`config.mk`:
```
export PLATFORM = sky130hd
export DESIGN_NAME = blk_xfer_dma
export DESIGN_NICKNAME = d
export VERILOG_FILES = /design/src/rtl/dma_pkg.sv /design/src/rtl/dma_regs.sv /design/src/rtl/dma_seq.sv /design/src/rtl/blk_xfer_dma.sv
export SDC_FILE = /design/constraint.sdc
export NUM_CORES = 1
export LEC_CHECK = 0
export ABC_AREA = 1
export BUFFER_PORTS_ARGS = -buffer_cell sky130_fd_sc_hd__clkbuf_2
export CAP_MARGIN = 25
export CORE_UTILIZATION = 57
export DETAILED_ROUTE_END_ITERATION = 8
export PLACE_DENSITY = 0.82
export SLEW_MARGIN = 40
export SYNTH_ARGS = -nofsm -noshare
export SYNTH_HDL_FRONTEND = slang
export SYNTH_SLANG_ARGS = --single-unit
```
`constraint.sdc`:
```
create_clock -name clk -period 2.4 [get_ports clk]
set_clock_uncertainty 0.2 [all_clocks]
set_input_delay 0.48 -clock clk [delete_from_list [all_inputs] [get_ports clk]]
set_output_delay 0.48 -clock clk [all_outputs]
set_load 0.005 [all_outputs]
```
`src/rtl/dma_pkg.sv`:
```
package dma_pkg;
  typedef enum logic [1:0] {
    MD_STORE  = 2'b00,
    MD_FETCH  = 2'b01,
    MD_SWAP   = 2'b10,
    MD_VERIFY = 2'b11
  } xfer_mode_e;

  typedef enum logic [1:0] {ST_IDLE, ST_RUN, ST_SWAP2} seq_st_e;

  localparam int IDX_CMD  = 1;
  localparam int IDX_HOST = 2;
  localparam int IDX_EXP  = 4;
  localparam int IDX_LEN  = 7;
  localparam int IDX_CTL  = 10;

  localparam int CMD_EXEC = 7;
  localparam int CMD_AUTO = 5;
  localparam int CMD_IMM  = 4;
  localparam int CTL_HOLD_HOST = 7;
  localparam int CTL_HOLD_EXP  = 6;

  // replace one byte lane of a value
  function automatic logic [31:0] set_lane(logic [31:0] v, int lane, logic [7:0] b);
    logic [31:0] r;
    r = v;
    r[lane*8 +: 8] = b;
    return r;
  endfunction

  // advance a pointer unless it is held
  function automatic logic [31:0] bump(logic [31:0] v, logic hold);
    return hold ? v : v + 32'd1;
  endfunction

  // count down to 1 and stay there
  function automatic logic [31:0] count_down(logic [31:0] v);
    return (v == 32'd1) ? v : v - 32'd1;
  endfunction
endpackage

```
`src/rtl/dma_regs.sv`:
```
module dma_regs
  import dma_pkg::*;
#(
  parameter int HOST_AW = 16,
  parameter int EXP_AW  = 19,
  parameter int LEN_W   = 16,
  parameter logic [HOST_AW-1:0] TRIG_ADDR = HOST_AW'(32'hFF00)
) (
  input  logic               clk,
  input  logic               rst_n,
  input  logic               reg_we_i,
  input  logic [3:0]         reg_idx_i,
  input  logic [7:0]         reg_wdata_i,
  input  logic               host_wr_i,
  input  logic [HOST_AW-1:0] host_addr_i,
  input  logic               busy_i,
  input  logic               step_i,
  input  logic               finish_i,
  output logic               start_o,
  output logic               last_o,
  output xfer_mode_e         mode_o,
  output logic               hold_host_o,
  output logic               hold_exp_o,
  output logic [7:0]         cmd_o,
  output logic [HOST_AW-1:0] host_ptr_o,
  output logic [EXP_AW-1:0]  exp_ptr_o,
  output logic [LEN_W-1:0]   len_o
);
  localparam int HB = (HOST_AW + 7) / 8;
  localparam int EB = (EXP_AW + 7) / 8;
  localparam int LB = (LEN_W + 7) / 8;

  logic exec_q, auto_q, imm_q, hold_h_q, hold_e_q;
  xfer_mode_e mode_q;
  logic [HOST_AW-1:0] host_q, host_sh;
  logic [EXP_AW-1:0]  exp_q, exp_sh;
  logic [LEN_W-1:0]   len_q, len_sh;

  int   ri;
  logic wr_ok, cmd_hit, trig_hit;

  always_comb begin
    ri       = int'(reg_idx_i);
    wr_ok    = reg_we_i && !busy_i;
    cmd_hit  = wr_ok && (ri == IDX_CMD);
    trig_hit = host_wr_i && (host_addr_i == TRIG_ADDR) && !busy_i && exec_q && !imm_q && !cmd_hit;
    start_o  = (cmd_hit && reg_wdata_i[CMD_EXEC] && reg_wdata_i[CMD_IMM]) || trig_hit;
  end

  always_ff @(posedge clk or negedge rst_n) begin
    if (!rst_n) begin
      exec_q <= 1'b0; auto_q <= 1'b0; imm_q <= 1'b1; mode_q <= MD_STORE;
      hold_h_q <= 1'b0; hold_e_q <= 1'b0;
      host_q <= '0; host_sh <= '0; exp_q <= '0; exp_sh <= '0;
      len_q <= '1; len_sh <= '1;
    end else begin
      if (cmd_hit) begin
        exec_q <= reg_wdata_i[CMD_EXEC];
        auto_q <= reg_wdata_i[CMD_AUTO];
        imm_q  <= reg_wdata_i[CMD_IMM];
        mode_q <= xfer_mode_e'(reg_wdata_i[1:0]);
      end else if (trig_hit) begin
        imm_q <= 1'b1;
      end else if (finish_i) begin
        exec_q <= 1'b0;
      end
      if (wr_ok && ri == IDX_CTL) begin
        hold_h_q <= reg_wdata_i[CTL_HOLD_HOST];
        hold_e_q <= reg_wdata_i[CTL_HOLD_EXP];
      end
      if (finish_i && auto_q) begin
        host_q <= host_sh; exp_q <= exp_sh; len_q <= len_sh;
      end else if (step_i) begin
        host_q <= HOST_AW'(bump(32'(host_q), hold_h_q));
        exp_q  <= EXP_AW'(bump(32'(exp_q), hold_e_q));
        len_q  <= LEN_W'(count_down(32'(len_q)));
      end
      if (wr_ok && ri >= IDX_HOST && ri < IDX_HOST + HB) begin
        host_q  <= HOST_AW'(set_lane(32'(host_q),  ri - IDX_HOST, reg_wdata_i));
        host_sh <= HOST_AW'(set_lane(32'(host_sh), ri - IDX_HOST, reg_wdata_i));
      end
      if (wr_ok && ri >= IDX_EXP && ri < IDX_EXP + EB) begin
        exp_q  <= EXP_AW'(set_lane(32'(exp_q),  ri - IDX_EXP, reg_wdata_i));
        exp_sh <= EXP_AW'(set_lane(32'(exp_sh), ri - IDX_EXP, reg_wdata_i));
      end
      if (wr_ok && ri >= IDX_LEN && ri < IDX_LEN + LB) begin
        len_q  <= LEN_W'(set_lane(32'(len_q),  ri - IDX_LEN, reg_wdata_i));
        len_sh <= LEN_W'(set_lane(32'(len_sh), ri - IDX_LEN, reg_wdata_i));
      end
    end
  end

  assign last_o      = (len_q == LEN_W'(1));
  assign mode_o      = mode_q;
  assign hold_host_o = hold_h_q;
  assign hold_exp_o  = hold_e_q;
  assign cmd_o       = {exec_q, 1'b0, auto_q, imm_q, 2'b00, mode_q};
  assign host_ptr_o  = host_q;
  assign exp_ptr_o   = exp_q;
  assign len_o       = len_q;
endmodule

```
`src/rtl/dma_seq.sv`:
```
module dma_seq
  import dma_pkg::*;
(
  input  logic       clk,
  input  logic       rst_n,
  input  logic       start_i,
  input  logic       ba_i,
  input  xfer_mode_e mode_i,
  input  logic       last_i,
  input  logic [7:0] hm_rdata_i,
  input  logic [7:0] ex_rdata_i,
  output logic       busy_o,
  output logic       hm_req_o,
  output logic       hm_we_o,
  output logic [7:0] hm_wdata_o,
  output logic       ex_en_o,
  output logic       ex_we_o,
  output logic [7:0] ex_wdata_o,
  output logic       step_o,
  output logic       finish_o,
  output logic       miss_o,
  output logic       done_o,
  output logic       fault_o
);
  seq_st_e st_q;
  logic [7:0] tmp_q;
  logic done_q, fault_q;

  always_comb begin
    hm_req_o = 1'b0; hm_we_o = 1'b0; hm_wdata_o = ex_rdata_i;
    ex_en_o = 1'b0; ex_we_o = 1'b0; ex_wdata_o = hm_rdata_i;
    step_o = 1'b0; miss_o = 1'b0;
    if (ba_i) begin
      if (st_q == ST_RUN) begin
        case (mode_i)
          MD_STORE:  begin hm_req_o = 1'b1; ex_en_o = 1'b1; ex_we_o = 1'b1; step_o = 1'b1; end
          MD_FETCH:  begin hm_req_o = 1'b1; hm_we_o = 1'b1; ex_en_o = 1'b1; step_o = 1'b1; end
          MD_SWAP:   begin hm_req_o = 1'b1; end
          MD_VERIFY: begin
            hm_req_o = 1'b1; ex_en_o = 1'b1; step_o = 1'b1;
            miss_o = (hm_rdata_i != ex_rdata_i);
          end
          default: ;
        endcase
      end else if (st_q == ST_SWAP2) begin
        hm_req_o = 1'b1; hm_we_o = 1'b1;
        ex_en_o = 1'b1; ex_we_o = 1'b1; ex_wdata_o = tmp_q;
        step_o = 1'b1;
      end
    end
    finish_o = step_o && (last_i || miss_o);
  end

  always_ff @(posedge clk or negedge rst_n) begin
    if (!rst_n) begin
      st_q <= ST_IDLE; tmp_q <= '0; done_q <= 1'b0; fault_q <= 1'b0;
    end else begin
      done_q  <= finish_o;
      fault_q <= finish_o && miss_o;
      case (st_q)
        ST_IDLE: if (start_i) st_q <= ST_RUN;
        ST_RUN: begin
          if (finish_o) st_q <= ST_IDLE;
          else if (ba_i && mode_i == MD_SWAP) begin
            tmp_q <= hm_rdata_i;
            st_q  <= ST_SWAP2;
          end
        end
        ST_SWAP2: if (ba_i) st_q <= finish_o ? ST_IDLE : ST_RUN;
        default: st_q <= ST_IDLE;
      endcase
    end
  end

  assign busy_o  = (st_q != ST_IDLE);
  assign done_o  = done_q;
  assign fault_o = fault_q;
endmodule

```
`src/rtl/blk_xfer_dma.sv`:
```
module blk_xfer_dma
  import dma_pkg::*;
#(
  parameter int HOST_AW = 16,
  parameter int EXP_AW  = 19,
  parameter int LEN_W   = 16,
  parameter logic [HOST_AW-1:0] TRIG_ADDR = HOST_AW'(32'hFF00)
) (
  input  logic               clk,
  input  logic               rst_n,
  input  logic               reg_we_i,
  input  logic [3:0]         reg_idx_i,
  input  logic [7:0]         reg_wdata_i,
  input  logic               host_wr_i,
  input  logic [HOST_AW-1:0] host_addr_i,
  input  logic               ba_i,
  output logic               hm_req_o,
  output logic               hm_we_o,
  output logic [HOST_AW-1:0] hm_addr_o,
  output logic [7:0]         hm_wdata_o,
  input  logic [7:0]         hm_rdata_i,
  output logic               ex_en_o,
  output logic               ex_we_o,
  output logic [EXP_AW-1:0]  ex_addr_o,
  output logic [7:0]         ex_wdata_o,
  input  logic [7:0]         ex_rdata_i,
  output logic               busy_o,
  output logic               done_o,
  output logic               fault_o,
  output logic [7:0]         cmd_o,
  output logic [HOST_AW-1:0] host_ptr_o,
  output logic [EXP_AW-1:0]  exp_ptr_o,
  output logic [LEN_W-1:0]   len_o
);
  logic start_w, step_w, finish_w, miss_w, busy_w, last_w, hold_h_w, hold_e_w;
  xfer_mode_e mode_w;

  dma_regs #(.HOST_AW(HOST_AW), .EXP_AW(EXP_AW), .LEN_W(LEN_W), .TRIG_ADDR(TRIG_ADDR)) u_regs (
    .clk(clk), .rst_n(rst_n),
    .reg_we_i(reg_we_i), .reg_idx_i(reg_idx_i), .reg_wdata_i(reg_wdata_i),
    .host_wr_i(host_wr_i), .host_addr_i(host_addr_i),
    .busy_i(busy_w), .step_i(step_w), .finish_i(finish_w),
    .start_o(start_w), .last_o(last_w), .mode_o(mode_w),
    .hold_host_o(hold_h_w), .hold_exp_o(hold_e_w), .cmd_o(cmd_o),
    .host_ptr_o(host_ptr_o), .exp_ptr_o(exp_ptr_o), .len_o(len_o)
  );

  dma_seq u_seq (
    .clk(clk), .rst_n(rst_n), .start_i(start_w), .ba_i(ba_i), .mode_i(mode_w),
    .last_i(last_w), .hm_rdata_i(hm_rdata_i), .ex_rdata_i(ex_rdata_i),
    .busy_o(busy_w), .hm_req_o(hm_req_o), .hm_we_o(hm_we_o), .hm_wdata_o(hm_wdata_o),
    .ex_en_o(ex_en_o), .ex_we_o(ex_we_o), .ex_wdata_o(ex_wdata_o),
    .step_o(step_w), .finish_o(finish_w), .miss_o(miss_w),
    .done_o(done_o), .fault_o(fault_o)
  );

  assign hm_addr_o = host_ptr_o;
  assign ex_addr_o = exp_ptr_o;
  assign busy_o    = busy_w;
endmodule

```
==> results_dict.tcl, run 1 <==
set metrics [dict create \
    finalSetupViolations 103 \
    cts_root_buffer "clkbuf_16" \
    io_pins 166 \
    utilization_pct 81.7 \
    die_h_um 127 \
    pwr-share-seq_pct 28.8 \
    area_growth_pct 39.6 \
    fmax_ghz 0.314 \
    syn_inst 1289 \
    cts_made_buffers 17 \
    core-area_um2 15300 \
    slew_headroom_pct 54.0 \
    pre_cts_ws_ns -0.707 \
    worst_slack_ns -0.781 \
    tightest_slew_ns 0.689 \
    irDropWorstVdd_mv 0.581 \
    path_class "in2reg" \
    port_buffers 162 \
    cts_tree "done" \
    drc 0 \
    drv_slew 0 \
    regArea_um2 3070 \
    synthTopCellsByArea "dfrtp_1 25%, nand2_1 18%, dfstp_2 9.7%" \
    dp_hpwl_um 17500 \
    comb_power_share_pct 45.7 \
    drt-initial-drc-count 1555 \
    hold_viol_final 0 \
    initial_core_util_pct 58.5 \
    synth_area_per_cell_um2 6.93 \
    min_path_cells 3 \
    netlist.area_leader.share_pct 24.7 \
    p_switching_uw 4380 \
    final_antenna_net_count 0 \
    synth_top_flop_cell "dfrtp_1" \
    clk_pin_slew_worst_paths_ns 0.05 \
    cp-end-kind "flop" \
    multi_input_area_um2 5690 \
    ys_seq_area_share_pct 34.4 \
    intPower_uw 6110 \
    htreeDepth 4 \
    synth-edff-count 0 \
    worst-path-max-fanout 8 \
    grt_max_degree 122 \
    clkPwrFrac_pct 25.4 \
    start_kind "primary input" \
    clk_path_buf_depth 2 \
    arrival_ns 3.33 \
    p_leak_uw 0.00655 \
    n_antenna_cell 0 \
    yosys_warnings 0 \
    fill_cells 823 \
    ys_types 41 \
    yosys_register_bits 121 \
    rsz0062_at_grt "true" \
    max_cap_violations 0 \
    gp_congestion 0.915 \
    synth.largest_area_cell "dfrtp_1" \
    finalCritPeriodShare_pct 133 \
    fp.dieW_um 127 \
    required_ns 2.55 \
    p_per_area_nw_per_um2 842 \
    grt_pass1_vias 9410 \
    total_power_uw 10500 \
    outcome "complete, but fails checks" \
    drt-pass1-iter-count 8 \
    drive_above_1_share_pct 38.9 \
    vias 10900 \
    synth_area_um2 8930 \
    nNetsFinal 1631 \
    rows 45 \
    async_flop_share_pct 100 \
    cts_sinks 121 \
    placed_cells 1689 \
    wl_um 35100 \
    antenna_found_initial 0 \
    final_cell_mix "345 x nand2_1, 159 x clkbuf_2, 119 x buf_4, 114 x nand3_1, 110 x inv_1" \
    r2r_cells 13 \
    wl_per_cell_um 19.8 \
    gr-usage-all-layers_pct 35.5 \
    final_cells 1768 \
    final_common_cell "nand2_1" \
    dpl_cell_area_um2 10500 \
    grt_overflow 0 \
    swShare_pct 41.7 \
    min-delay-path-class "in2reg" \
    final_area_um2 12500 \
    die_area_um2 16200 \
    period_needed_ns 3.18 \
    grt_pass1_wl_um 45600 \
    violations "negative setup slack" \
    insertion_delay_ns 0.43 \
    avgViaCountPerCell 6.16 \
]
[path summary, 6_finish.rpt]
check                                                   from                                end  slack [ns]
worst max-delay path                            reg_idx_i[0]      u_regs.len_sh[10]$_DFFE_PN1P_       -0.78
worst min-delay path                           hm_rdata_i[2]         u_seq.tmp_q[2]$_DFFE_PN0P_        0.13
worst max register to register   u_regs.len_o[1]$_DFFE_PN1P_  u_regs.host_ptr_o[11]$_DFFE_PN0P_       -0.34
worst min register to register  u_regs.len_sh[9]$_DFFE_PN1P_       u_regs.len_sh[9]$_DFFE_PN1P_        0.26
max in group asynchronous                              rst_n          u_seq.st_q[0]$_DFFE_PN0P_        0.95
min in group asynchronous                              rst_n    u_regs.exp_ptr_o[5]$_DFFE_PN0P_        0.50
[metrics by stage]
step                setup TNS (ns)  hold WS, ns
floorplan                   -41.47      -0.0156
global placement            -56.09        0.248
detailed placement          -63.12        0.249
CTS                         -13.23        0.131
global route                -53.97        0.173
finish                      -44.84        0.133
[synthesized netlist by cell type (all sizes together), types with 2 or more instances]
cell type	n
a21oi	14
and3	2
buf	76
clkbuf	13
dfrtp	88
dfstp	33
ha	37
inv	134
nand2	443
nand3	148
nand3b	27
nand4	33
nor2	87
nor3	32
nor3b	2
nor4	17
o21ai	50
xnor2	16
xor2	29
[registers in the layout, indices dropped and copies added, names as in the netlist]
name,cells
u_seq.st_q,2
u_seq.fault_o,1
u_regs.hold_exp_o,1
u_seq.done_o,1
u_regs.len_o,16
u_regs.len_sh,16
u_regs.auto_q,1
u_regs.exp_ptr_o,19
u_regs.exec_q,1
u_regs.hold_host_o,1
u_regs.mode_o,2
u_regs.exp_sh,19
u_regs.host_sh,16
u_seq.tmp_q,8
u_regs.host_ptr_o,16
u_regs.imm_q,1
[power by group through the flow]
| stage | clock network (uW) | logic (uW) | registers, uW |
|---|---|---|---|
| after CTS | 2640 | 4040 | 2960 |
| after floorplan | 0 | 2490 | 2940 |
| after global placement | 0 | 3650 | 2970 |
| after detailed placement | 0 | 3740 | 2980 |
| after global routing | 2740 | 5140 | 3070 |
| final | 2670 | 4800 | 3030 |
[worst max-delay path, stage by stage]
cell and delay (ns):
clkbuf_2 0.16, ha_1 0.28, a21oi_1 0.21, inv_2 0.13, buf_12 0.16, nand2_2 0.08
ha_4 0.17, inv_1 0.08, nor4_2 0.51, nand4_1 0.25, nor3_2 0.31, inv_2 0.18
buf_6 0.17, nand2_2 0.07, nand2_2 0.07
[layout make-up]
cell class / instances / area share (%)
flip-flops and latches: 121 / 24.6
multi-input cells: 947 / 45.7
clock inverters: 8 / 0.944
repair buffers: 323 / 18.5
clock buffers: 24 / 3.87
inverters: 134 / 4.27
well taps: 211 / 2.12
[layer usage]
layer | track usage (%) | vias up | part of all wire, %
met5 | 0 | - | 0
met4 | 18.0 | 0 | 8.3
met1 | 43.4 | 4997 | 35
met2 | 59.3 | 962 | 45
li1 | - | 4610 | -
met3 | 7.83 | 324 | 12
[cells by family after synthesis]
| kind of cell | after synthesis | share of synthesized area [%] |
|---|---|---|
| adders and majority gates | 38 | 5.41 |
| and+or+nand+nor | 794 | 39.9 |
| xor gates and xnor gates | 45 | 4.41 |
| buffers and inverters | 223 | 11.9 |
| DFF | 121 | 34.4 |
| AOI/OAI and AO/OA | 67 | 3.97 |
| other | 1 | 0.0420 |
[what timing repair did]
action | 4_1_cts | 5_1_grt
pin swaps | 55 | 64
buffers inserted | 21 | 25
gates cloned | 3 | 0
hold endpoints to repair | 21 | 0
gates resized for setup | 131 | 124
hold buffers | 1 | 0
setup endpoints to repair | 104 | 113
(Power assumes the default switching activity.)
==> inputs of run 2 (changes only) <==
--- a/config.mk
+++ b/config.mk
@@ -8,9 +8,11 @@
 export ABC_AREA = 1
 export BUFFER_PORTS_ARGS = -buffer_cell sky130_fd_sc_hd__clkbuf_2
 export CAP_MARGIN = 25
-export CORE_UTILIZATION = 57
+export CELL_PAD_IN_SITES_DETAIL_PLACEMENT = 0
+export CELL_PAD_IN_SITES_GLOBAL_PLACEMENT = 1
+export CORE_UTILIZATION = 40
 export DETAILED_ROUTE_END_ITERATION = 8
-export PLACE_DENSITY = 0.82
+export PLACE_DENSITY_LB_ADDON = 0.1
 export SLEW_MARGIN = 40
 export SYNTH_ARGS = -nofsm -noshare
 export SYNTH_HDL_FRONTEND = slang
==> run 2 against run 1 <==
Against the previous run: the run still ends with negative setup slack left; largest cell class unchanged; via count decreased by 14%; utilization decreased by 21 points; power increased by 0.45%; sequential cell count unchanged; setup slack improved by 0.50 ns; clock-buffer cell count decreased by 7; die area increased by 42%; first-iteration DRC count decreased by 75%; critical path type unchanged; worst hold slack improved by 0.010 ns; register-to-register slack improved by 0.31 ns.
==> results_dict.tcl, run 2 (synthesis results as in run 1) <==
set metrics [dict create \
    outcome "complete, but fails checks" \
    violations "negative setup slack" \
    max_cap_violations 0 \
    routed.top_layer "met4" \
    final_common_cell "nand2_1" \
    start_kind "primary input" \
    cts_tree "done" \
    min-delay-path-class "in2reg" \
    p_per_area_nw_per_um2 794 \
    timing.critical_path.to "u_regs.host_ptr_o[7]$_DFFE_PN0P_" \
    dp_hpwl_um 19900 \
    rows 54 \
    crit_start "reg_idx_i[1]" \
    drive_above_1_share_pct 43.6 \
    wl_met2_um 13800 \
    arrival_ns 2.85 \
    p_leak_uw 0.00692 \
    timing.rr.end "u_regs.len_o[2]$_DFFE_PN1P_" \
    routedLengthMet1_um 13300 \
    port_buffers 162 \
    drt-pass1-iter-count 4 \
    rsz0062_at_grt "true" \
    final_cells 1859 \
    grt_max_degree 49 \
    io_pins 166 \
    grt_pass1_wl_um 45100 \
    core-area_um2 21800 \
    finalSetupViolations 108 \
    gr-usage-all-layers_pct 25.6 \
    cts_root_buffer "clkbuf_16" \
    worst-path-max-fanout 7 \
    fmax_ghz 0.373 \
    final_cell_mix "309 x nand2_1, 153 x clkbuf_2, 132 x buf_4, 120 x nand3_1, 113 x inv_1" \
    clk_pin_slew_worst_paths_ns 0.06 \
    hold_viol_final 0 \
    required_ns 2.57 \
    cts_sinks 121 \
    cts_made_buffers 17 \
    drt-initial-drc-count 388 \
    wl_per_cell_um 15.5 \
    min_path_cells 3 \
    period_needed_ns 2.68 \
    nNetsFinal 1653 \
    utilization_pct 60.8 \
    grt_overflow 0 \
    antenna_found_initial 0 \
    irDropWorstVdd_mv 0.533 \
    vias 9321 \
    gp_congestion 0.877 \
    insertion_delay_ns 0.43 \
    r2r_cells 15 \
    cp-end-kind "flop" \
    worst_slack_ns -0.283 \
    path_class "in2reg" \
    final_antenna_net_count 0 \
    htreeDepth 4 \
    area_growth_pct 48.6 \
    fp.dieW_um 151 \
    drc 0 \
    dpl_cell_area_um2 11000 \
    die_area_um2 22900 \
    finalCritPeriodShare_pct 112 \
    avgViaCountPerCell 5.01 \
    final_area_um2 13300 \
    initial_core_util_pct 40.9 \
    wl_met3_um 1230 \
    final.setup.tns_ns -13.60 \
    r2r_start "u_seq.st_q[1]$_DFFE_PN0P_" \
    r2r_slack_ns -0.03 \
    placed_cells 1792 \
    clk_path_buf_depth 2 \
    n_antenna_cell 0 \
    wl_um 28700 \
    die_h_um 151 \
    grt_pass1_vias 8889 \
    drv_slew 0 \
    hold_ws_ns 0.143 \
]
## run 2: cell type report
class,instances,area [um^2]
well taps,280,350
clock buffers,17,425
multi-input cells,947,6110
fillers,2015,8560
repair buffers,345,2590
clock inverters,15,176
inverters,134,539
flip-flops and latches,121,3070
## run 2: metrics by stage
stage               power (uW)  setup slack (ns)
global placement          7100            -0.717
floorplan                 5430            -0.489
CTS                      10200            -0.202
global route             11300            -0.405
detailed placement        7130            -0.777
finish                   10500            -0.283
## run 2: layer usage
metal | GRT usage, % | vias up
met5 | 0 | -
met4 | 6.10 | 0
met3 | 4.91 | 30
met2 | 43.0 | 225
met1 | 33.6 | 4430
li1 | - | 4636
## run 2: where the power goes
part | total [uW] | switching, uW | internal [uW]
sequential | 2970 | 453 | 2520
clock | 2700 | 1070 | 1630
combinational | 4860 | 2700 | 2160
total | 10500 | 4220 | 6310
## run 2: timing repair
item	CTS	global route
cloned	6	0
buffers inserted	21	14
endpoints found under the setup margin	110	124
endpoints found under the hold margin	29	0
pin swaps	91	70
resized for setup	179	198
hold buffers	1	0
## run 2: how the worst min path moves through the flow
stage	from	to
floorplan	rst_n	u_regs.auto_q$_DFFE_PN0P_
detailed placement	u_regs.len_sh[11]$_DFFE_PN1P_	u_regs.len_sh[11]$_DFFE_PN1P_
global placement	u_regs.exp_sh[15]$_DFFE_PN0P_	u_regs.exp_sh[15]$_DFFE_PN0P_
CTS	hm_rdata_i[2]	u_seq.tmp_q[2]$_DFFE_PN0P_
finish	hm_rdata_i[3]	u_seq.tmp_q[3]$_DFFE_PN0P_
global route	hm_rdata_i[3]	u_seq.tmp_q[3]$_DFFE_PN0P_
## run 2: worst max-delay path: stages
cell and delay, ns:
buf_8 0.08, clkinvlp_4 0.14, ha_4 0.20, ha_4 0.29, nand4_1 0.16, ha_4 0.33
nand4_1 0.15, nor3_4 0.18, nand4_1 0.18, nor2_4 0.19, buf_12 0.17, nand2_2 0.06
nand2_1 0.09, nand2_1 0.07, nand2_1 0.06
